===== config.mk =====
export PLATFORM = sky130hd
export DESIGN_NAME = pf_hint_dispatch
export DESIGN_NICKNAME = d
export VERILOG_FILES = /design/src/rtl/prefetch_pkg.sv /design/src/rtl/pf_hint_decode.sv /design/src/rtl/pf_req_slot.sv /design/src/rtl/pf_hint_dispatch.sv
export SDC_FILE = /design/constraint.sdc
export NUM_CORES = 1
export LEC_CHECK = 0
export ABC_CLOCK_PERIOD_IN_PS = 2700
export BUFFER_PORTS_ARGS = -buffer_cell sky130_fd_sc_hd__buf_2
export CORE_ASPECT_RATIO = 1.5
export CORE_MARGIN = 2
export CORE_UTILIZATION = 47
export DETAILED_ROUTE_END_ITERATION = 7
export PLACE_DENSITY = 0.91
export SETUP_SLACK_MARGIN = 0.4
export SLEW_MARGIN = 20
export SYNTH_ARGS = -nofsm -noshare
export SYNTH_HDL_FRONTEND = slang
export SYNTH_SLANG_ARGS = --single-unit

===== constraint.sdc =====
create_clock -name clk -period 2.7 [get_ports clk]
set_input_delay 0.27 -clock clk [delete_from_list [all_inputs] [get_ports clk]]
set_output_delay 0.27 -clock clk [all_outputs]
set_load 0.05 [all_outputs]

===== src/rtl/prefetch_pkg.sv =====
// Shared constants and helpers for the prefetch dispatch block.
// Assumes a three-level hierarchy, with bit 0 of every level vector being L1.
package prefetch_pkg;
    localparam int LVL_N      = 3;
    localparam int SEL_W      = 3;
    localparam logic [7:0] ESC_FIRST  = 8'h0F;
    localparam logic [7:0] ESC_SECOND = 8'h18;
    localparam logic [SEL_W-1:0] SEL_NONTEMP = 3'd0;
    localparam logic [SEL_W-1:0] SEL_ALL     = 3'd1;
    localparam logic [SEL_W-1:0] SEL_FROM_L2 = 3'd2;
    localparam logic [SEL_W-1:0] SEL_FROM_L3 = 3'd3;

    // Index of the nearest level a legal selector fills (0 = L1).
    function automatic logic [1:0] nearest_level(input logic [SEL_W-1:0] sel);
        nearest_level = (sel == SEL_NONTEMP) ? 2'd0 : 2'(sel - 3'd1);
    endfunction
endpackage


===== src/rtl/pf_hint_decode.sv =====
// Combinational decode of one prefetch operation: checks the escape bytes,
// applies alias folding, builds the level mask and decides issue or drop.
// Assumes LVL_N >= 3 so that every legal selector has a target level.
module pf_hint_decode
    import prefetch_pkg::*;
(
    input  logic [7:0]       esc0,
    input  logic [7:0]       esc1,
    input  logic [SEL_W-1:0] sel,
    input  logic             fault,
    input  logic [LVL_N-1:0] present,
    input  logic             alias_en,
    output logic             issue,
    output logic [LVL_N-1:0] levels,
    output logic             nt
);
    logic             opc_ok;
    logic [SEL_W-1:0] eff_sel;
    logic [1:0]       near;
    logic [LVL_N-1:0] check_mask;
    logic             hit_close;

    // Recognise the escape pair and fold aliased selectors.
    always_comb begin
        opc_ok  = (esc0 == ESC_FIRST) && (esc1 == ESC_SECOND);
        eff_sel = (alias_en && (sel == SEL_FROM_L2 || sel == SEL_FROM_L3)) ? SEL_ALL : sel;
        near    = nearest_level(eff_sel);
        nt      = (eff_sel == SEL_NONTEMP);
    end

    // Build the fill mask and the mask of levels that suppress the fill.
    always_comb begin
        for (int i = 0; i < LVL_N; i++) begin
            levels[i]     = nt ? (i == 0) : (i >= int'(near));
            check_mask[i] = (i <= int'(near));
        end
        hit_close = |(present & check_mask);
    end

    // Issue only for a legal, fault-free operation whose line is not already close.
    always_comb begin
        issue = opc_ok && !eff_sel[SEL_W-1] && !fault && !hit_close;
    end
endmodule


===== src/rtl/pf_req_slot.sv =====
// Single-entry holding register for the outgoing fill request, plus the
// completion pulse generator. Assumes load and drop are never both high and
// only arrive while the slot is empty.
module pf_req_slot #(
    parameter int ADDR_W = 32,
    parameter int LVL_N  = 3
) (
    input  logic              clk,
    input  logic              rst_n,
    input  logic              load,
    input  logic              drop,
    input  logic [ADDR_W-1:0] load_addr,
    input  logic [LVL_N-1:0]  load_levels,
    input  logic              load_nt,
    input  logic              req_ready,
    output logic              req_valid,
    output logic [ADDR_W-1:0] req_addr,
    output logic [LVL_N-1:0]  req_levels,
    output logic              req_nt,
    output logic              done_valid,
    output logic              done_issued
);
    logic handshake;
    assign handshake = req_valid && req_ready;

    // Request valid flag: set on load, cleared on handshake.
    always_ff @(posedge clk) begin
        if (!rst_n)         req_valid <= 1'b0;
        else if (load)      req_valid <= 1'b1;
        else if (handshake) req_valid <= 1'b0;
    end

    // Request payload: captured on load and held until the next load.
    always_ff @(posedge clk) begin
        if (!rst_n) begin
            req_addr   <= '0;
            req_levels <= '0;
            req_nt     <= 1'b0;
        end else if (load) begin
            req_addr   <= load_addr;
            req_levels <= load_levels;
            req_nt     <= load_nt;
        end
    end

    // Completion pulse: one cycle after a drop or after a handshake.
    always_ff @(posedge clk) begin
        if (!rst_n) begin
            done_valid  <= 1'b0;
            done_issued <= 1'b0;
        end else begin
            done_valid  <= drop || handshake;
            done_issued <= handshake;
        end
    end

    a_r9_payload_stable: assert property (@(posedge clk) disable iff (!rst_n)
        req_valid && !req_ready |=> req_valid && $stable(req_addr) && $stable(req_levels) && $stable(req_nt));
    a_r9_no_load_when_busy: assert property (@(posedge clk) disable iff (!rst_n)
        req_valid |-> !load && !drop);
    a_r10_issued_implies_done: assert property (@(posedge clk) disable iff (!rst_n)
        done_issued |-> done_valid);
    a_r10_handshake_completes: assert property (@(posedge clk) disable iff (!rst_n)
        handshake |=> done_valid && done_issued);
    a_r2_mask_nonzero: assert property (@(posedge clk) disable iff (!rst_n)
        req_valid |-> req_levels != '0);
endmodule


===== src/rtl/pf_hint_dispatch.sv =====
// Top of the prefetch hint dispatcher. Accepts one operation when the request
// slot is empty, aligns its address to a line, decodes the hint and either
// loads the slot or retires the operation as a no-op.
// Assumes LINE_BYTES is a power of two of at least 32.
module pf_hint_dispatch
    import prefetch_pkg::*;
#(
    parameter int ADDR_W     = 32,
    parameter int LINE_BYTES = 64
) (
    input  logic              clk,
    input  logic              rst_n,
    input  logic              in_valid,
    output logic              in_ready,
    input  logic [7:0]        in_esc0,
    input  logic [7:0]        in_esc1,
    input  logic [7:0]        in_modrm,
    input  logic [ADDR_W-1:0] in_addr,
    input  logic              in_fault,
    input  logic [LVL_N-1:0]  in_present,
    input  logic              cfg_alias,
    output logic              req_valid,
    input  logic              req_ready,
    output logic [ADDR_W-1:0] req_addr,
    output logic [LVL_N-1:0]  req_levels,
    output logic              req_nt,
    output logic              done_valid,
    output logic              done_issued
);
    localparam int OFF_W = $clog2(LINE_BYTES);
    localparam logic [ADDR_W-1:0] LINE_MASK = ~((ADDR_W'(1) << OFF_W) - ADDR_W'(1));

    logic              accept;
    logic              dec_issue;
    logic [LVL_N-1:0]  dec_levels;
    logic              dec_nt;
    logic [ADDR_W-1:0] line_addr;
    logic              unused_modrm;

    assign unused_modrm = ^{in_modrm[7:6], in_modrm[2:0]};

    // Handshake on the input side: accept only into an empty slot.
    always_comb begin
        in_ready  = !req_valid;
        accept    = in_valid && in_ready;
        line_addr = in_addr & LINE_MASK;
    end

    pf_hint_decode u_decode (
        .esc0     (in_esc0),
        .esc1     (in_esc1),
        .sel      (in_modrm[5:3]),
        .fault    (in_fault),
        .present  (in_present),
        .alias_en (cfg_alias),
        .issue    (dec_issue),
        .levels   (dec_levels),
        .nt       (dec_nt)
    );

    pf_req_slot #(.ADDR_W(ADDR_W), .LVL_N(LVL_N)) u_slot (
        .clk         (clk),
        .rst_n       (rst_n),
        .load        (accept && dec_issue),
        .drop        (accept && !dec_issue),
        .load_addr   (line_addr),
        .load_levels (dec_levels),
        .load_nt     (dec_nt),
        .req_ready   (req_ready),
        .req_valid   (req_valid),
        .req_addr    (req_addr),
        .req_levels  (req_levels),
        .req_nt      (req_nt),
        .done_valid  (done_valid),
        .done_issued (done_issued)
    );

    a_r4_line_aligned: assert property (@(posedge clk) disable iff (!rst_n)
        req_valid |-> (req_addr & ~LINE_MASK) == '0);
    a_r6_fault_drops: assert property (@(posedge clk) disable iff (!rst_n)
        accept && in_fault |=> !req_valid && done_valid && !done_issued);
    a_r1_bad_escape_drops: assert property (@(posedge clk) disable iff (!rst_n)
        accept && (in_esc0 != 8'h0F || in_esc1 != 8'h18) |=> !req_valid && done_valid);
    a_r7_reserved_drops: assert property (@(posedge clk) disable iff (!rst_n)
        accept && in_modrm[5] |=> !req_valid && !done_issued);
    a_r3_nt_single_level: assert property (@(posedge clk) disable iff (!rst_n)
        req_valid && req_nt |-> req_levels == 3'b001);
endmodule


==> flow_metrics.env, run 1 <==
export IMPL_cp_cell_sequence="buf_2, or4_4, a2111o_1, buf_4, o31ai_1, a21oi_1"
export IMPL_drt_wl_total_um=4660
export IMPL_cts_tree="done"
export IMPL_io_buffers=87
export IMPL_finalHoldViolations=0
export IMPL_path_clk_slew_ps=70
export IMPL_powerDensity_mw_per_mm2=434.2
export IMPL_cts_root_buf="clkbuf_8"
export IMPL_grt_pass1_vias=1602
export IMPL_fp_row_count=27
export IMPL_nNetsFinal=324
export IMPL_grt_pass1_wl_um=7072
export IMPL_fp_dieArea_mm2=0.004290
export IMPL_die_y_um=79.22
export IMPL_pre_cts_ws_ps=539.3
export IMPL_start_kind="input pin"
export IMPL_dr_pass1_iters=4
export IMPL_dp_hpwl_um=3241
export IMPL_crit_slowest_cell="or4_4"
export IMPL_clock_sink_count=33
export IMPL_yosys_warnings=0
export IMPL_avgSynthCellArea_um2=9.905
export IMPL_setup_slack_ps=833.5
export IMPL_wl_per_cell_um=15.33
export IMPL_gr_max_usage_layer="met2"
export IMPL_peakVddDrop_mv=0.3515
export IMPL_critPathKind="in -> reg"
export IMPL_fin_tns_setup_ps=0
export IMPL_ant_nets=0
export IMPL_crit_required_ps=2860
export IMPL_clock_path_buffers=2
export IMPL_syn_cell_area_mm2=0.001773
export IMPL_vias=1732
export IMPL_h_tree_depth=2
export IMPL_clkLatencyLatePin_ps=290
export IMPL_synthCells=179
export IMPL_hold_path_class="in -> reg"
export IMPL_drv_cap=0
export IMPL_status="finished clean"
export IMPL_worst_pin_slew_ps=724.8
export IMPL_cts_resized=0
export IMPL_total_power_w=0.0009741
export IMPL_worstPathArrival_ps=2020
export IMPL_drc=0
export IMPL_grt_max_degree=29
export IMPL_met3_usage_pct=5.263
export IMPL_viasPerCell=5.697
export IMPL_skew_ps=4.426
export IMPL_layout_area_seq_um2=660.6
export IMPL_initial_core_util_pct=48.59
export IMPL_syn_to_final_growth_pct=26.53
export IMPL_drtIter0Drc=49
export IMPL_met1_usage_pct=25.47
export IMPL_numCtsBuffers=5
export IMPL_core_mm2=0.003649
export IMPL_slowest_delay_ps=540
export IMPL_pin_count=105
export IMPL_fin_crit_sh_pct=69.13
export IMPL_setup_viol=0
export IMPL_yosys_cell_types_count=37
export IMPL_gp_congestion=0.7438
export IMPL_post_cts_buffers=0
export IMPL_fin_crit_ps=1866
export IMPL_fmax_mhz=535.8
export IMPL_layout_drive_gt1_share_pct=48.46
export IMPL_cp_max_fo=28
export IMPL_rsz0062_at_grt="false"
export IMPL_gr_usage_met2_pct=36.14
export IMPL_multi_input_area_um2=939.7
export IMPL_ys_seq_elements=33
export IMPL_grt_overflow_total=0
export IMPL_fill_cells=326
export IMPL_rrSetupSlack_ps=910
export IMPL_hold_buffers=0
export IMPL_power_leakage_nw=0.9018
export IMPL_max_slew_margin_pct=51.56
export IMPL_grtUsageTotal_pct=22.16
export IMPL_die_w_um=54.15
export IMPL_end_kind="flop"
export IMPL_maxSlewViolCount=0
export IMPL_antenna_found_initial=1
export IMPL_yosysSeqAreaShare_pct=37.26
## flip-flops by register name, summed over array words and instances (netlist names)
signal              count
u_slot.done_issued      1
u_slot.req_addr        26
u_slot.done_valid       1
u_slot.req_nt           1
u_slot.req_valid        1
u_slot.req_levels       3
## cells in the mapped netlist (all sizes together)
cell,count,area (um2)
a2111o,1,11.26
a2111oi,1,27.53
o311a,1,10.01
or4,1,11.26
nor2,2,7.510
mux2i,2,20.02
nor4bb,1,10.01
conb,1,3.750
or3,2,12.51
a21oi,28,140.1
o21ai,1,5.000
o311ai,1,16.27
buf,17,160.1
and2,1,6.260
o211ai,2,15.01
dfxtp,33,660.6
nor3,1,5.000
and3,1,6.260
o2111ai,1,8.760
o31ai,29,317.8
clkbuf,8,30.03
nand2,4,15.01
nand4b,1,8.760
nor2b,4,25.02
nor4,1,6.260
nor4b,1,23.77
inv,3,11.26
a31o,1,8.760
o21a,1,7.510
nand4,28,181.4
## cells by family after synthesis
family | Yosys count | share of synthesized area, %
compound gates | 67 | 32.04
mux | 2 | 1.129
simple gates | 48 | 18.00
flops | 33 | 37.26
buf+inv | 28 | 11.36
other cells | 1 | 0.2115
## report_power, final
group	switching [W]	leakage [nW]	internal (W)	total, W
Sequential	0.000000355	0.266	0.000487	0.000488
Combinational	0.0000800	0.591	0.0000440	0.000124
Clock	0.000184	0.0450	0.000179	0.000362
Total	0.000264	0.902	0.000710	0.000974
## stage by stage
stage / cell area, um2 / utilization, % / hold slack, ps / instances
after floorplan: 1792 / - / 424.3 / 184
after global placement: 2158 / 59.16 / 444.1 / 295
after detailed placement: 2158 / 59.16 / 457.9 / 295
after CTS: 2241 / 61.42 / 228.4 / 303
after global routing: 2241 / 61.42 / 235.3 / 303
final: 2243 / 61.49 / 233.5 / 304
## layout make-up
type,count,share of cell area [%]
antenna,1,0.1115
timing repair buffer,93,21.97
multi-input combinational,123,41.89
tap,43,2.398
clock inverter,2,0.4462
inverter,3,0.5020
sequential,33,29.45
clock buffer,6,3.235
## final timing paths
kind	startpoint	endpoint	cells after the start
max	in_esc0[6]	u_slot.req_levels[2]$_SDFFE_PN0P_	6
min reg2reg	u_slot.req_addr[13]$_SDFFE_PN0P_	u_slot.req_addr[13]$_SDFFE_PN0P_	2
max reg2reg	u_slot.req_valid$_SDFFE_PN0P_	u_slot.req_addr[24]$_SDFFE_PN0P_	5
min	in_addr[28]	u_slot.req_addr[28]$_SDFFE_PN0P_	3
## cells in the final DEF, fill, tap and decap left out, drive strengths merged, types with 2 or more instances in the layout
| cell type | Yosys | final |
|---|---|---|
| nor2b | 4 | 4 |
| conb | 1 | 6 |
| buf | 17 | 93 |
| nand4 | 28 | 28 |
| dfxtp | 33 | 33 |
| clkbuf | 8 | 6 |
| nor2 | 2 | 2 |
| mux2i | 2 | 2 |
| o211ai | 2 | 2 |
| o31ai | 29 | 29 |
| or3 | 2 | 2 |
| clkinv | 0 | 2 |
| nand2 | 4 | 4 |
| a21oi | 28 | 28 |
| inv | 3 | 3 |
## critical path, delay by kind of cell
family                 cells  cell delay, ps
buffers and inverters      2             380
AOI/OAI and AO/OA          3             810
and+or+nand+nor            1             540
## routing by layer
layer  wire (um)  vias to the layer above
met1        1798                      782
met3         340                       17
met4         172                        0
met5           0                        -
li1            -                      850
met2        2349                       83
Power figures use the tool's default switching activity.
==> inputs of run 2 (changes only) <==
Settings changed: ABC_AREA set to 1, ABC_CLOCK_PERIOD_IN_PS 2700 to 1700, CORE_UTILIZATION 47 to 38, PLACE_DENSITY 0.91 to 0.81.
Clock period 2.7 ns to 1.7 ns, I/O delays scaled along.
==> flow_metrics.env, run 2 <==
export IMPL_yosys_warnings=0
export IMPL_wl_per_cell_um=8.735
export IMPL_numCtsBuffers=5
export IMPL_maxSlewViolCount=0
export IMPL_clkLatencyLatePin_ps=270
export IMPL_post_dp_cell_area_mm2=0.002054
export IMPL_p_comb_share_pct=10.2
export IMPL_synth_edf_count=0
export IMPL_antenna_found_initial=0
export IMPL_fp_dieArea_mm2=0.004827
export IMPL_syn_cell_area_mm2=0.001625
export IMPL_min_to="u_slot.req_valid$_SDFFE_PN0P_"
export IMPL_syn_to_final_growth_pct=31.18
export IMPL_drv_cap=0
export IMPL_fp_row_count=29
export IMPL_finalHoldViolations=0
export IMPL_holdPathStages=2
export IMPL_powerDensity_mw_per_mm2=677.9
export IMPL_worstPathArrival_ps=1320
export IMPL_die_y_um=84.10
export IMPL_hp_start="req_ready"
export IMPL_initial_core_util_pct=38.95
export IMPL_yosys_cell_types_count=18
export IMPL_yosysMostFrequentCell="nand2_1"
export IMPL_diodes=0
export IMPL_fin_crit_ps=1149
export IMPL_cts_tree="done"
export IMPL_grt_pass1_vias=1479
export IMPL_final_area_mm2=0.002132
export IMPL_rsz0062_at_grt="false"
export IMPL_dr_pass1_iters=4
export IMPL_grt_overflow_total=0
export IMPL_fin_tns_setup_ps=0
export IMPL_viasPerCell=4.173
export IMPL_clkPwrFrac_pct=36.3
export IMPL_pin_count=105
export IMPL_drc=0
export IMPL_synth_common_cells="nand2_1, nor2_1, inv_1, dfxtp_1, buf_4"
export IMPL_yosysSeqAreaShare_pct=40.65
export IMPL_ant_nets=0
export IMPL_fin_crit_sh_pct=67.61
export IMPL_end_kind="flop"
export IMPL_die_w_um=57.40
export IMPL_io_buffers=87
export IMPL_clock_path_buffers=2
export IMPL_drt_wl_total_um=3433
export IMPL_synth_top_area_share_pct=40.65
export IMPL_power_leakage_nw=1.331
export IMPL_ys_flop_type="dfxtp_1"
export IMPL_cp_max_fo=32
export IMPL_most_common_layout_cells="buf_2, nand2_1, nor2_1"
export IMPL_r2r_cells=5
export IMPL_gp_congestion=0.8137
export IMPL_skew_ps=0.9422
export IMPL_top_register="u_slot.req_addr"
export IMPL_fill_cells=439
export IMPL_dp_hpwl_um=2640
export IMPL_hold_buffers=0
export IMPL_synthCells=262
export IMPL_core_mm2=0.004173
export IMPL_grt_max_degree=33
export IMPL_fmax_mhz=870.1
export IMPL_peakVddDrop_mv=0.4579
export IMPL_rrSetupSlack_ps=550
export IMPL_hold_path_class="in -> reg"
export IMPL_status="finished clean"
export IMPL_p_seq_share_pct=53.6
export IMPL_layout_commonest_cell="buf_2"
export IMPL_layout_drive_gt1_share_pct=29.97
export IMPL_ys_seq_elements=33
export IMPL_grt_pass1_wl_um=5940
export IMPL_cts_root_buf="clkbuf_8"
export IMPL_grtUsageTotal_pct=15.31
export IMPL_largest_reg_flops=26
export IMPL_reg_top3="u_slot.req_addr x26, u_slot.req_levels x3"
export IMPL_vias=1640
export IMPL_synth_top_cell_by_area="dfxtp_1"
export IMPL_critPathKind="reg -> reg"
export IMPL_start_kind="flop"
export IMPL_drtIter0Drc=48
export IMPL_nNetsFinal=413
export IMPL_netlist_top_cells_area="dfxtp_1, nand2_1, nor2_1"
export IMPL_p_sw_w=0.0003449
export IMPL_swShare_pct=23.87
export IMPL_avgSynthCellArea_um2=6.203
export IMPL_h_tree_depth=2
export IMPL_setup_viol=0
export IMPL_clock_sink_count=33
export IMPL_crit_required_ps=1870
export IMPL_p_int_w=0.001100
export IMPL_r2r_end="u_slot.req_levels[1]$_SDFFE_PN0P_"
export IMPL_r2r_start="u_slot.req_valid$_SDFFE_PN0P_"
export IMPL_synthArstFlopShare_pct=0
export IMPL_path_clk_slew_ps=60
[run 2: cell count changes after synthesis, moves of 3 or more]
cell      previous run  this run
clkbuf_1             8         0
nor2b_1              4         0
nand4_1             27         3
inv_1                2        42
o31ai_2             20         0
nand2_1              4        77
nand3_1              0         4
o31ai_1              9         0
nor2_1               2        75
buf_4                6         9
a21oi_1             28         0
[run 2: kinds of logic after synthesis]
family	count (synthesis)	share of synthesized area [%]
AOI/OAI and AO/OA	3	1.001
buffers and inverters	62	18.09
DFF	33	40.65
other	1	0.2307
and+or+nand+nor	163	40.03
[run 2: layer usage]
metal / up-vias / global-route usage, % / wire length, um
li1: 908 / - / -
met1: 679 / 14.75 / 1318
met2: 47 / 28.72 / 1861
met3: 6 / 3.721 / 185
met4: 0 / 7.611 / 69
met5: - / 0 / 0
[run 2: power groups by stage]
stage | logic [W] | registers (W) | clock network, W
after floorplan | 0.0000840 | 0.000796 | 0
after global placement | 0.000147 | 0.000792 | 0
after detailed placement | 0.000148 | 0.000792 | 0
after CTS | 0.000148 | 0.000774 | 0.000557
after global routing | 0.000164 | 0.000774 | 0.000580
final | 0.000147 | 0.000775 | 0.000524
[run 2: through the flow]
stage | std cells | utilization (%) | setup WS [ps] | hold slack [ps] | power, W
2_1_floorplan | 267 | - | 507.0 | 276.2 | 0.0008805
3_3_place_gp | 387 | 49.24 | 327.5 | 376.5 | 0.0009384
3_5_place_dp | 387 | 49.24 | 294.9 | 384.3 | 0.0009395
4_1_cts | 393 | 51.00 | 489.9 | 89.65 | 0.001480
5_1_grt | 393 | 51.09 | 417.2 | 101.9 | 0.001518
6_report | 393 | 51.09 | 550.7 | 99.75 | 0.001445
[run 2: how the worst max path moves through the flow]
| stage | startpoint | to | slack [ps] | cells past startpoint |
|---|---|---|---|---|
| final | u_slot.req_valid$_SDFFE_PN0P_ | u_slot.req_levels[1]$_SDFFE_PN0P_ | 550 | 5 |
| after global routing | u_slot.req_valid$_SDFFE_PN0P_ | u_slot.req_addr[17]$_SDFFE_PN0P_ | 420 | 6 |
| after CTS | u_slot.req_valid$_SDFFE_PN0P_ | u_slot.req_addr[30]$_SDFFE_PN0P_ | 490 | 6 |
| after detailed placement | in_modrm[5] | u_slot.req_addr[24]$_SDFFE_PN0P_ | 290 | 11 |
| after floorplan | u_slot.req_valid$_SDFFE_PN0P_ | u_slot.req_nt$_SDFFE_PN0P_ | 510 | 5 |
| after global placement | in_modrm[5] | u_slot.req_addr[23]$_SDFFE_PN0P_ | 330 | 11 |
[run 2: cell type report]
class	instances	area, um2	share of cell area (%)
clock inverters	1	5.005	0.2347
well taps	46	57.56	2.700
inverters	46	172.7	8.099
flip-flops and latches	33	661.9	31.04
repair buffers	90	474.2	22.24
multi-input cells	172	691.9	32.45
clock buffers	5	68.82	3.228
[run 2: critical path: stages, from the launching register on]
cell,delay (ps)
dfxtp_2,350
nor2_2,190
nand4_4,140
buf_12,190
nor2_1,110
nor2_1,60
[run 2: timing repair]
action                                  in CTS  in global routing
gates resized for setup                      0                  1
buffers inserted                             0                  0
endpoints found under the setup margin       0                  8
==> inputs of run 3 (changes only) <==
Settings changed: ABC_CLOCK_PERIOD_IN_PS 1700 to 1050.
Clock period 1.7 ns to 1.05 ns, I/O delays scaled along.
==> flow_metrics.env, run 3 (synthesis results as in run 2) <==
export IMPL_status="finished, violations left"
export IMPL_violations="setup timing"
export IMPL_drtIter0Drc=24
export IMPL_wl_per_cell_um=9.762
export IMPL_powerDensity_mw_per_mm2=911.6
export IMPL_post_dp_cell_area_mm2=0.002153
export IMPL_rrSetupSlack_ps=-40
export IMPL_grt_pass1_wl_um=6389
export IMPL_fp_row_count=29
export IMPL_most_common_layout_cells="nand2_1, nor2_1, buf_2"
export IMPL_syn_to_final_growth_pct=65.20
export IMPL_initial_core_util_pct=38.95
export IMPL_grt_max_degree=35
export IMPL_clock_path_buffers=2
export IMPL_clkLatencyLatePin_ps=280
export IMPL_setup_slack_ps=-78.52
export IMPL_grt_pass1_vias=1576
export IMPL_start_kind="flop"
export IMPL_vias=1728
export IMPL_h_tree_depth=2
export IMPL_dp_cells=397
export IMPL_nNetsFinal=430
export IMPL_worstPathArrival_ps=1020
export IMPL_r2r_end="u_slot.req_addr[20]$_SDFFE_PN0P_"
export IMPL_fin_crit_sh_pct=107.5
export IMPL_finish_utilization_pct=64.35
export IMPL_top_register="u_slot.req_addr"
export IMPL_crit_slowest_cell="dfxtp_4"
export IMPL_fp_dieArea_mm2=0.004827
export IMPL_holdPathStages=3
export IMPL_viasPerCell=4.194
export IMPL_peakVddDrop_mv=0.7619
export IMPL_hp_start="in_addr[11]"
export IMPL_cp_max_fo=4
export IMPL_numCtsBuffers=5
export IMPL_io_buffers=87
export IMPL_maxSlewViolCount=0
export IMPL_r2r_start="u_slot.req_valid$_SDFFE_PN0P_"
export IMPL_r2r_cells=6
export IMPL_cp_num_buf_inv=3
export IMPL_final_area_mm2=0.002685
export IMPL_setup_viol=12
export IMPL_cp_cell_sequence="buf_4, buf_6, buf_8"
export IMPL_drv_cap=0
export IMPL_cts_root_buf="clkbuf_8"
export IMPL_grtUsageTotal_pct=16.87
export IMPL_end_kind="output port"
export IMPL_fin_crit_ps=1129
export IMPL_ant_nets=0
export IMPL_slowest_delay_ps=370
export IMPL_hold_path_class="in -> reg"
export IMPL_dp_hpwl_um=2783
export IMPL_crit_family="buffers and inverters"
export IMPL_diodes=0
export IMPL_die_y_um=84.10
export IMPL_crit_required_ps=940
export IMPL_pin_count=105
export IMPL_layout_drive_gt1_share_pct=43.17
export IMPL_power_leakage_nw=1.500
export IMPL_cts_tree="done"
export IMPL_drc=0
export IMPL_core_mm2=0.004173
export IMPL_stdcell_count=412
export IMPL_fmax_mhz=886.1
export IMPL_finalHoldViolations=0
export IMPL_skew_ps=2.421
export IMPL_dr_pass1_iters=4
export IMPL_clock_sink_count=33
export IMPL_reg_top3="u_slot.req_addr x26, u_slot.req_levels x3"
export IMPL_grt_overflow_total=0
export IMPL_rsz0062_at_grt="true"
export IMPL_gp_congestion=0.7909
export IMPL_antenna_found_initial=0
export IMPL_min_to="u_slot.req_addr[11]$_SDFFE_PN0P_"
export IMPL_critPathKind="reg -> out"
export IMPL_drt_wl_total_um=4022
export IMPL_largest_reg_flops=26
export IMPL_die_w_um=57.40
export IMPL_path_clk_slew_ps=70
==> run 3: cell types whose count changed in the layout (fill, tap and decap cells not counted), moves of 2 or more <==
| cell | previous run | this run |
|---|---|---|
| buf_4 | 1 | 15 |
| dfxtp_2 | 1 | 31 |
| buf_6 | 1 | 5 |
| nor2_4 | 0 | 2 |
| nand2_2 | 1 | 5 |
| buf_8 | 0 | 32 |
| buf_2 | 87 | 53 |
| nand2_1 | 77 | 73 |
| dfxtp_1 | 32 | 1 |
==> run 3: worst register-to-register path, stage by stage, from the launching register on <==
cell	delay [ps]
dfxtp_4	370
nor2_4	120
nand4_4	110
buf_12	190
nand2_1	80
nand2_1	60
nor2_1	90
==> run 3: per-layer routing <==
layer / share of wire (%) / vias up / global-route usage (%) / wire length [um]
met5: 0 / - / 0 / 0
met4: 3.9 / 0 / 9.514 / 156
met3: 5.2 / 15 / 4.341 / 211
met2: 57 / 60 / 30.68 / 2274
met1: 34 / 710 / 16.49 / 1380
li1: - / 943 / - / -
==> run 3: worst max path at each step <==
stage                                        end  slack, ps  depth (start not counted)                          start
2_1_floorplan         u_slot.req_nt$_SDFFE_PN0P_        -20                          5  u_slot.req_valid$_SDFFE_PN0P_
3_3_place_gp    u_slot.req_addr[18]$_SDFFE_PN0P_       -250                         10                    in_modrm[5]
3_5_place_dp    u_slot.req_addr[27]$_SDFFE_PN0P_       -290                         10                    in_modrm[5]
4_1_cts         u_slot.req_addr[27]$_SDFFE_PN0P_        -10                          5  u_slot.req_valid$_SDFFE_PN0P_
5_1_grt        u_slot.req_levels[2]$_SDFFE_PN0P_       -110                          6  u_slot.req_valid$_SDFFE_PN0P_
6_report                               req_valid        -80                          3  u_slot.req_valid$_SDFFE_PN0P_
==> run 3: repair_timing <==
action,in CTS,in global routing
resized for setup,123,14
hold buffers,0,0
endpoints found under the setup margin,66,67
buffers inserted,3,4
==> run 3: power breakdown <==
part	total, W	internal, W	switching [W]	leakage, nW
combinational	0.000291	0.000132	0.000159	1.17
clock	0.000905	0.000459	0.000446	0.0450
sequential	0.00125	0.00125	0.00000122	0.283
total	0.00245	0.00184	0.000606	1.50
==> run 3: stage by stage <==
step | setup TNS, ps | worst slack [ps] | total power, W | hold WS (ps)
floorplan | -632.9 | -21.50 | 0.001426 | 208.3
global placement | -6622 | -254.1 | 0.001560 | 310.7
detailed placement | -7441 | -293.8 | 0.001562 | 313.1
CTS | -57.69 | -14.08 | 0.002490 | 23.14
finish | -217.1 | -78.52 | 0.002448 | 42.34
global route | -2219 | -112.1 | 0.002572 | 40.14
==> run 3: final cells by class <==
type / instances / area, um2
Timing Repair Buffer: 107 / 954.7
Clock buffer: 6 / 72.57
Sequential cell: 33 / 703.2
Clock inverter: 2 / 10.01
Fill cell: 361 / 1488
Multi-Input combinational cell: 172 / 714.4
Tap cell: 46 / 57.56
Inverter: 46 / 172.7
